==> src/rtl/uart_msr_pkg.sv <==
package uart_msr_pkg;
  localparam int unsigned NLINES = 4;

  // Line index inside every 4-bit line vector
  localparam int unsigned LN_CTS = 0;
  localparam int unsigned LN_DSR = 1;
  localparam int unsigned LN_RI  = 2;
  localparam int unsigned LN_DCD = 3;

  // Lines whose flag fires only on a falling level (rising active-low pin)
  localparam logic [NLINES-1:0] TRAIL_ONLY = 4'b0100;

  typedef struct packed {
    logic [NLINES-1:0] lvl;
    logic [NLINES-1:0] chg;
  } msr_byte_t;
endpackage

==> src/rtl/msr_sync.sv <==
module msr_sync #(
  parameter int unsigned WIDTH  = 4,
  parameter int unsigned STAGES = 2,
  parameter logic        RST_VAL = 1'b1
) (
  input  logic             clk,
  input  logic             rst_n,
  input  logic [WIDTH-1:0] d,
  output logic [WIDTH-1:0] q
);
  logic [WIDTH-1:0] pipe [STAGES];

  for (genvar s = 0; s < STAGES; s++) begin : g_stage
    if (s == 0) begin : g_first
      always_ff @(posedge clk or negedge rst_n)
        if (!rst_n) pipe[s] <= {WIDTH{RST_VAL}};
        else        pipe[s] <= d;
    end else begin : g_next
      always_ff @(posedge clk or negedge rst_n)
        if (!rst_n) pipe[s] <= {WIDTH{RST_VAL}};
        else        pipe[s] <= pipe[s-1];
    end
  end

  assign q = pipe[STAGES-1];
endmodule

==> src/rtl/msr_delta.sv <==
module msr_delta
  import uart_msr_pkg::*;
#(
  parameter int unsigned N = NLINES,
  parameter logic [N-1:0] TRAIL_MASK = TRAIL_ONLY
) (
  input  logic         clk,
  input  logic         rst_n,
  input  logic [N-1:0] src,
  input  logic         clr,
  output logic [N-1:0] lvl_q,
  output logic [N-1:0] flags_q
);
  logic [N-1:0] hit;

  for (genvar i = 0; i < N; i++) begin : g_line
    if (TRAIL_MASK[i]) begin : g_trail
      assign hit[i] = lvl_q[i] & ~src[i];
    end else begin : g_any
      assign hit[i] = lvl_q[i] ^ src[i];
    end
  end

  always_ff @(posedge clk or negedge rst_n)
    if (!rst_n) begin
      lvl_q   <= '0;
      flags_q <= '0;
    end else begin
      lvl_q   <= src;
      flags_q <= (flags_q & ~{N{clr}}) | hit;
    end

  AST_FLAG_STICKY: assert property (@(posedge clk) disable iff (!rst_n)
    !clr |=> ((flags_q & $past(flags_q)) == $past(flags_q)));

  AST_CLR_ON_READ: assert property (@(posedge clk) disable iff (!rst_n)
    clr |=> ((flags_q & ~($past(lvl_q) ^ lvl_q)) == '0));

  for (genvar i = 0; i < N; i++) begin : g_chk
    if (TRAIL_MASK[i]) begin : g_tr
      AST_TRAIL_EDGE: assert property (@(posedge clk) disable iff (!rst_n)
        $rose(flags_q[i]) |-> ($past(lvl_q[i]) && !lvl_q[i]));
    end else begin : g_bo
      AST_ANY_EDGE: assert property (@(posedge clk) disable iff (!rst_n)
        $rose(flags_q[i]) |-> ($past(lvl_q[i]) != lvl_q[i]));
    end
  end
endmodule

==> src/rtl/msr_read_port.sv <==
module msr_read_port
  import uart_msr_pkg::*;
#(
  parameter int unsigned ADDR_W = 8,
  parameter int unsigned DATA_W = 32,
  parameter logic [ADDR_W-1:0] OFFSET = 8'h18
) (
  input  logic              clk,
  input  logic              rst_n,
  input  logic              rd_valid,
  input  logic [ADDR_W-1:0] rd_addr,
  input  msr_byte_t         msr,
  output logic              rd_ready,
  output logic              clr,
  output logic              rsp_valid,
  output logic [DATA_W-1:0] rsp_data
);
  localparam int unsigned BYTE_W = $bits(msr_byte_t);

  logic accept;
  logic hit;

  assign rd_ready = 1'b1;
  assign accept   = rd_valid & rd_ready;
  assign hit      = accept & (rd_addr == OFFSET);
  assign clr      = hit;

  always_ff @(posedge clk or negedge rst_n)
    if (!rst_n) begin
      rsp_valid <= 1'b0;
      rsp_data  <= '0;
    end else begin
      rsp_valid <= accept;
      rsp_data  <= hit ? {{(DATA_W-BYTE_W){1'b0}}, msr} : '0;
    end

  AST_RSP_PULSE: assert property (@(posedge clk) disable iff (!rst_n)
    rsp_valid |-> $past(rd_valid));

  AST_RSV_ZERO: assert property (@(posedge clk) disable iff (!rst_n)
    rsp_valid |-> (rsp_data[DATA_W-1:BYTE_W] == '0));
endmodule

==> src/rtl/uart_modem_status.sv <==
module uart_modem_status
  import uart_msr_pkg::*;
#(
  parameter int unsigned ADDR_W      = 8,
  parameter int unsigned DATA_W      = 32,
  parameter int unsigned SYNC_STAGES = 2,
  parameter int unsigned REG_OFFSET  = 'h18
) (
  input  logic              clk,
  input  logic              rst_n,
  input  logic              rd_valid,
  output logic              rd_ready,
  input  logic [ADDR_W-1:0] rd_addr,
  output logic              rsp_valid,
  output logic [DATA_W-1:0] rsp_data,
  input  logic              dcd_n,
  input  logic              ri_n,
  input  logic              dsr_n,
  input  logic              cts_n,
  input  logic              loop_en,
  input  logic              ctl_out2,
  input  logic              ctl_out1,
  input  logic              ctl_dtr,
  input  logic              ctl_rts,
  input  logic              msi_en,
  output logic              msi_irq
);
  logic [NLINES-1:0] pins_n, pins_sync, ctl_vec, src, lvl, flags;
  logic              clr;
  msr_byte_t         msr;

  assign pins_n[LN_DCD] = dcd_n;
  assign pins_n[LN_RI]  = ri_n;
  assign pins_n[LN_DSR] = dsr_n;
  assign pins_n[LN_CTS] = cts_n;

  assign ctl_vec[LN_DCD] = ctl_out2;
  assign ctl_vec[LN_RI]  = ctl_out1;
  assign ctl_vec[LN_DSR] = ctl_dtr;
  assign ctl_vec[LN_CTS] = ctl_rts;

  msr_sync #(.WIDTH(NLINES), .STAGES(SYNC_STAGES), .RST_VAL(1'b1)) u_sync (
    .clk(clk), .rst_n(rst_n), .d(pins_n), .q(pins_sync)
  );

  assign src = loop_en ? ctl_vec : ~pins_sync;

  msr_delta #(.N(NLINES), .TRAIL_MASK(TRAIL_ONLY)) u_delta (
    .clk(clk), .rst_n(rst_n), .src(src), .clr(clr),
    .lvl_q(lvl), .flags_q(flags)
  );

  assign msr.lvl = lvl;
  assign msr.chg = flags;

  msr_read_port #(
    .ADDR_W(ADDR_W), .DATA_W(DATA_W), .OFFSET(ADDR_W'(REG_OFFSET))
  ) u_port (
    .clk(clk), .rst_n(rst_n), .rd_valid(rd_valid), .rd_addr(rd_addr),
    .msr(msr), .rd_ready(rd_ready), .clr(clr),
    .rsp_valid(rsp_valid), .rsp_data(rsp_data)
  );

  assign msi_irq = msi_en & (|flags);

  AST_IRQ_GATED: assert property (@(posedge clk) disable iff (!rst_n)
    msi_irq |-> msi_en);

  AST_LOOP_MAP: assert property (@(posedge clk) disable iff (!rst_n)
    $past(loop_en) |-> (lvl == $past(ctl_vec)));
endmodule

==> config.mk <==
export PLATFORM = sky130hd
export DESIGN_NAME = uart_modem_status
export DESIGN_NICKNAME = d
export VERILOG_FILES = /design/src/rtl/uart_msr_pkg.sv /design/src/rtl/msr_sync.sv /design/src/rtl/msr_delta.sv /design/src/rtl/msr_read_port.sv /design/src/rtl/uart_modem_status.sv
export SDC_FILE = /design/constraint.sdc
export NUM_CORES = 1
export LEC_CHECK = 0
export CORE_MARGIN = 5
export CORE_UTILIZATION = 38
export CTS_CLUSTER_DIAMETER = 100
export DETAILED_ROUTE_END_ITERATION = 16
export GPL_ROUTABILITY_DRIVEN = 0
export PLACE_DENSITY = 0.79
export RECOVER_POWER = 100
export SLEW_MARGIN = 10
export SYNTH_ARGS = -nofsm -noshare
export SYNTH_HDL_FRONTEND = slang
export SYNTH_SLANG_ARGS = --single-unit
==> constraint.sdc <==
create_clock -name clk -period 1.4 [get_ports clk]
set_clock_uncertainty 0.2 [all_clocks]
set_input_delay 0.28 -clock clk [delete_from_list [all_inputs] [get_ports clk]]
set_output_delay 0.28 -clock clk [all_outputs]
set_load 0.01 [all_outputs]
Word-level counts from Yosys, hierarchy flattened
Index checks and enable logic that the tools add are counted.
{"block": "word_totals", "in_bits": 21, "regBits": 25, "elab_cells": 21, "out_inout_bits": 35}
{"block": "classes", "reduce_logical": 1, "eq_ne": 1, "bitwise": 11, "mux": 2}
{"operator": "$eq 8x5->1 const B", "n": 1}
{"operator": "$mux 8", "n": 1}
{"operator": "$not 4->4", "n": 2}
{"operator": "$and 4x4->4", "n": 1}
{"operator": "$mux 4", "n": 1}
{"operator": "$or 4x4->4", "n": 1}
{"operator": "$reduce_or 4->1", "n": 1}
{"operator": "$and 1x1->1", "n": 3}
{"operator": "$xor 1x1->1", "n": 3}
{"operator": "$not 1->1", "n": 1}

Logic depth before layout (Yosys ltp)
{"block": "depth", "ltp_word": 5, "ltp_mapped": 4, "ltp_nobuf": 3}

Cells and area by module
A second synthesis with hierarchy kept.
{"block": "unflattened", "hier_cells": 100, "hier_area_um2": 1181.1}
{"mod": "msr_read_port", "seq_area_each_um2": 225.2, "area_each_um2": 628.1, "n_inst": 1, "cells_each": 59}
{"mod": "msr_delta", "seq_area_each_um2": 200.2, "area_each_um2": 266.5, "n_inst": 1, "cells_each": 20}
{"mod": "msr_sync", "seq_area_each_um2": 210.2, "area_each_um2": 240.2, "n_inst": 1, "cells_each": 12}
{"mod": "uart_modem_status", "seq_area_each_um2": 0.0, "area_each_um2": 46.3, "n_inst": 1, "cells_each": 9}

Worst setup path before layout
OpenSTA, ideal clock, no wires.
{"block": "synth_timing", "kind": "input to register", "startpoint": "input port rd_addr[5]", "endpoint": "register u_delta.flags_q[0]", "required_ns": 1.069, "setup_slack_ns": -0.196, "arrival_ns": 1.265, "path_buffers": 1, "cell_stages": 4, "setup_ns": 0.131, "path_cell_list": "or4b_1 -> buf_2 -> nor3_4 -> o211ai_1"}
{"block": "synth_via", "elab_chain_len": 5}
{"element": "from (decl)", "line_no": "uart_modem_status.sv:13", "rtl": "input logic [ADDR_W-1:0] rd_addr,"}
{"element": "$eq 8x5->1", "line_no": "msr_read_port.sv:25", "rtl": "assign hit = accept & (rd_addr == OFFSET);"}
{"element": "$and 1x1->1", "line_no": "msr_read_port.sv:25"}
{"element": "$not 4->4", "line_no": "msr_delta.sv:30", "rtl": "flags_q <= (flags_q & ~{N{clr}}) | hit;"}
{"element": "$and 4x4->4", "line_no": "msr_delta.sv:30"}
{"element": "$or 4x4->4", "line_no": "msr_delta.sv:30"}
{"element": "to (signal assigned)", "line_no": "msr_delta.sv:30"}
{"element": "to (decl)", "line_no": "msr_delta.sv:12", "rtl": "output logic [N-1:0] flags_q"}
No other way between the ends.

Final worst setup path
{"block": "layout_timing", "startpoint": "register u_delta.flags_q[3]", "endpoint": "output port msi_irq"}
{"block": "layout_via", "elab_chain_len": 2}
{"element": "$reduce_or 4->1", "line_no": "uart_modem_status.sv:64", "rtl": "assign msi_irq = msi_en & (|flags);"}
{"element": "$and 1x1->1", "line_no": "uart_modem_status.sv:64"}
{"element": "to (decl)", "line_no": "uart_modem_status.sv:26", "rtl": "output logic msi_irq"}
No other way between the ends.

==> results.sh <==
export IMPL_status="finished with violations"
export IMPL_violations="negative setup slack"
export IMPL_route_met2_wl_um=901
export IMPL_drc=0
export IMPL_instances_no_fill=161
export IMPL_critical_path_buf_inv_count=1
export IMPL_period_needed_ns=1.76
export IMPL_rsz0062_at_grt="yes"
export IMPL_start_util=0.394
export IMPL_clkTransAtPathRegs_ns=0.12
export IMPL_drv_cap=0
export IMPL_fin_crit_sh=1.26
export IMPL_grt_pass1_wl_mm=3.05
export IMPL_final_nets=152
export IMPL_num_fill_cells=253
export IMPL_die_area_sq_um=4000
export IMPL_dpl_cell_area_sq_um=1370
export IMPL_clock_sinks=25
export IMPL_critPathCaptureType="primary output"
export IMPL_clock_path_buffers=2
export IMPL_boundaryPins=56
export IMPL_clock_root_buffer="clkbuf_4"
export IMPL_overflow=0
export IMPL_design_area_sq_um=1340
export IMPL_wl_met1_um=664
export IMPL_area_growth_pct=24.6
export IMPL_grt_max_degree=26
export IMPL_htreeDepth=1
export IMPL_ys_seq_elements=25
export IMPL_via_count=702
export IMPL_power_density_nw_per_um2=905
export IMPL_grtUsageTotal=0.0955
export IMPL_path_max_fanout=2
export IMPL_drt_iter0_drc=9
export IMPL_setup_viol=1
export IMPL_hold_viol=0
export IMPL_worst_pin_slew_ns=0.585
export IMPL_hold_class="input pin to flop"
export IMPL_dp_hpwl_mm=1.47
export IMPL_viasPerCell=4.36
export IMPL_ys_types=21
export IMPL_seq_area_frac_synth=0.590
export IMPL_yosysWarnings=0
export IMPL_critical_path_top_delay_family="compound AO/OA/AOI/OAI gates"
export IMPL_core_area_sq_um=2730
export IMPL_setup_ws_ns=-0.365
export IMPL_yosysTopAreaCell="dfrtp_1"
export IMPL_antennaDiodeCount=0
export IMPL_post_place_cells=156
export IMPL_synthTopCellsByArea="dfrtp_1, dfstp_2, buf_4"
export IMPL_synth_cells=93
export IMPL_cellLeakagePower_nw=0.674
export IMPL_crit_required_ns=0.92
export IMPL_cts_buffers=3
export IMPL_startpoint_type="flop"
export IMPL_peakVddDrop_mv=0.574
export IMPL_post_route_util=0.491
export IMPL_top_layer_used="met4"
export IMPL_crit_slowest_cell="o41a_1"
export IMPL_syn_avg_cell_area_sq_um=11.6
export IMPL_setup_tns_final_ns=-0.365
export IMPL_grt_antenna_before_repair=0
export IMPL_wirelength_mm=1.81
export IMPL_crit_type="flop to primary output"
export IMPL_antenna_left=0
export IMPL_slew_headroom=0.610
export IMPL_clk_latency_ns=0.30
export IMPL_synth_top_area_frac=0.395
export IMPL_finalHoldWorstSlack_ns=0.159
export IMPL_syn_area_sq_um=1080
export IMPL_die_h_um=63.2
export IMPL_row_count=19
export IMPL_wire_per_inst_um=11.2
export IMPL_critPathMaxStageDelay_ns=0.43
export IMPL_dr_pass1_iters=4
export IMPL_cts_tree="done"
export IMPL_worstPathCellList="o41a_1 -> buf_2"
export IMPL_max_freq_mhz=567
export IMPL_slew_violations=0
export IMPL_grt_pass1_vias=703
export IMPL_fp_dieW_um=63.2
export IMPL_portBuffers=30
export IMPL_wl_met3_um=233
export IMPL_drive_above_1_share=0.238
export IMPL_critPathArrivalTime_ns=1.28
-- metal layers --
metal | GRT usage | up-vias
met1 | 0.110 | 331
met3 | 0.0373 | 2
met2 | 0.154 | 36
li1 | - | 333
met4 | 0.0468 | 0
met5 | 0 | -
-- stage by stage --
| step | setup WS, ns | power (mW) |
|---|---|---|
| after floorplan | -0.138 | 0.896 |
| after global placement | -0.529 | 0.937 |
| after detailed placement | -0.581 | 0.941 |
| after CTS | -0.376 | 1.24 |
| after global routing | -0.424 | 1.29 |
| final | -0.365 | 1.22 |
-- sequential cells by signal, indices dropped and copies added, names as in the netlist --
name,count
u_sync.q,4
u_port.rsp_valid,1
u_delta.lvl_q,4
u_port.rsp_data,8
u_delta.flags_q,4
u_sync.pipe,4
-- kinds of logic (layout without fill, tap and decap cells) --
kind of cell           Yosys count  count (layout)  synth area share
AOI/OAI and AO/OA                9               9            0.0627
buffers and inverters           32              46             0.200
DFF                             25              25             0.590
other                            2              25           0.00697
and+or+nand+nor                 25              25             0.141
-- synthesized netlist by cell type --
cell      count
dfrtp_1      17
or3b_2        1
or4b_1        1
buf_4        25
o211ai_1      3
or2_2         3
o41a_1        1
buf_2         1
clkbuf_1      1
nor4_1        5
nand2_1       7
conb_1        2
o21ai_0       1
nand2b_1      1
o22ai_1       1
nand3_1       3
a21o_1        3
inv_1         5
and2_1        3
dfstp_2       8
nor3_4        1
-- timing repair --
| action | 4_1_cts | 5_1_grt |
|---|---|---|
| resized for setup | 54 | 4 |
| pin swaps | 6 | 2 |
| endpoints found under the hold margin | 1 | 0 |
| buffers inserted | 0 | 0 |
| hold buffers | 1 | 0 |
| setup endpoints to repair | 22 | 11 |
-- cells in the final DEF (no fill, tap or decap) --
master | netlist | final
or2_2 | 3 | 3
clkdlybuf4s50_1 | 0 | 7
o22ai_1 | 1 | 1
nand2b_1 | 1 | 1
conb_1 | 2 | 25
dlygate4sd3_1 | 0 | 6
o21ai_0 | 1 | 1
a21o_1 | 3 | 3
clkdlybuf4s15_1 | 0 | 1
nor4_4 | 0 | 1
o41a_1 | 1 | 1
nand2_1 | 7 | 7
dlygate4sd2_1 | 0 | 4
clkbuf_1 | 1 | 6
buf_4 | 25 | 2
dlymetal6s2s_1 | 0 | 1
dfstp_2 | 8 | 8
nor3_4 | 1 | 1
clkbuf_4 | 0 | 3
dfrtp_1 | 17 | 17
or3b_1 | 0 | 1
and2_4 | 0 | 1
or4b_4 | 0 | 1
buf_6 | 0 | 2
nand3_1 | 3 | 3
inv_1 | 5 | 5
buf_2 | 1 | 4
nor4_1 | 5 | 4
and2_1 | 3 | 2
o211ai_1 | 3 | 3
clkbuf_2 | 0 | 5
-- worst min-delay path, delay by kind of cell --
family | cells | cell delay [ns]
simple gates | 2 | 0.18
buf+inv | 1 | 0.17
-- final timing paths --
check                                   startpoint                  to  slack [ns]  cells after the start
worst min-delay path                       loop_en    u_delta.lvl_q[3]        0.16                      3
worst max register to register         u_sync.q[3]  u_delta.flags_q[3]        0.22                      3
max in group asynchronous                    rst_n      u_sync.pipe[7]        0.33                      2
worst max-delay path            u_delta.flags_q[3]             msi_irq       -0.36                      2
worst min register to register      u_sync.pipe[4]         u_sync.q[0]        0.16                      0
min in group asynchronous                    rst_n    u_delta.lvl_q[0]        0.29                      2
-- power by group --
group          internal, mW  switching (mW)  leakage, nW
Combinational        0.0672          0.0825        0.369
Sequential            0.754         0.00921        0.291
Clock                 0.111           0.192       0.0150
-- layout make-up --
type	instances	area, sq um	share of cell area
multi-input cells	59	334	0.249
flip-flops and latches	25	636	0.473
well taps	31	38.8	0.0289
inverters	5	18.8	0.0140
clock buffers	4	26.3	0.0196
repair buffers	37	289	0.215
(Power assumes the default switching activity.)
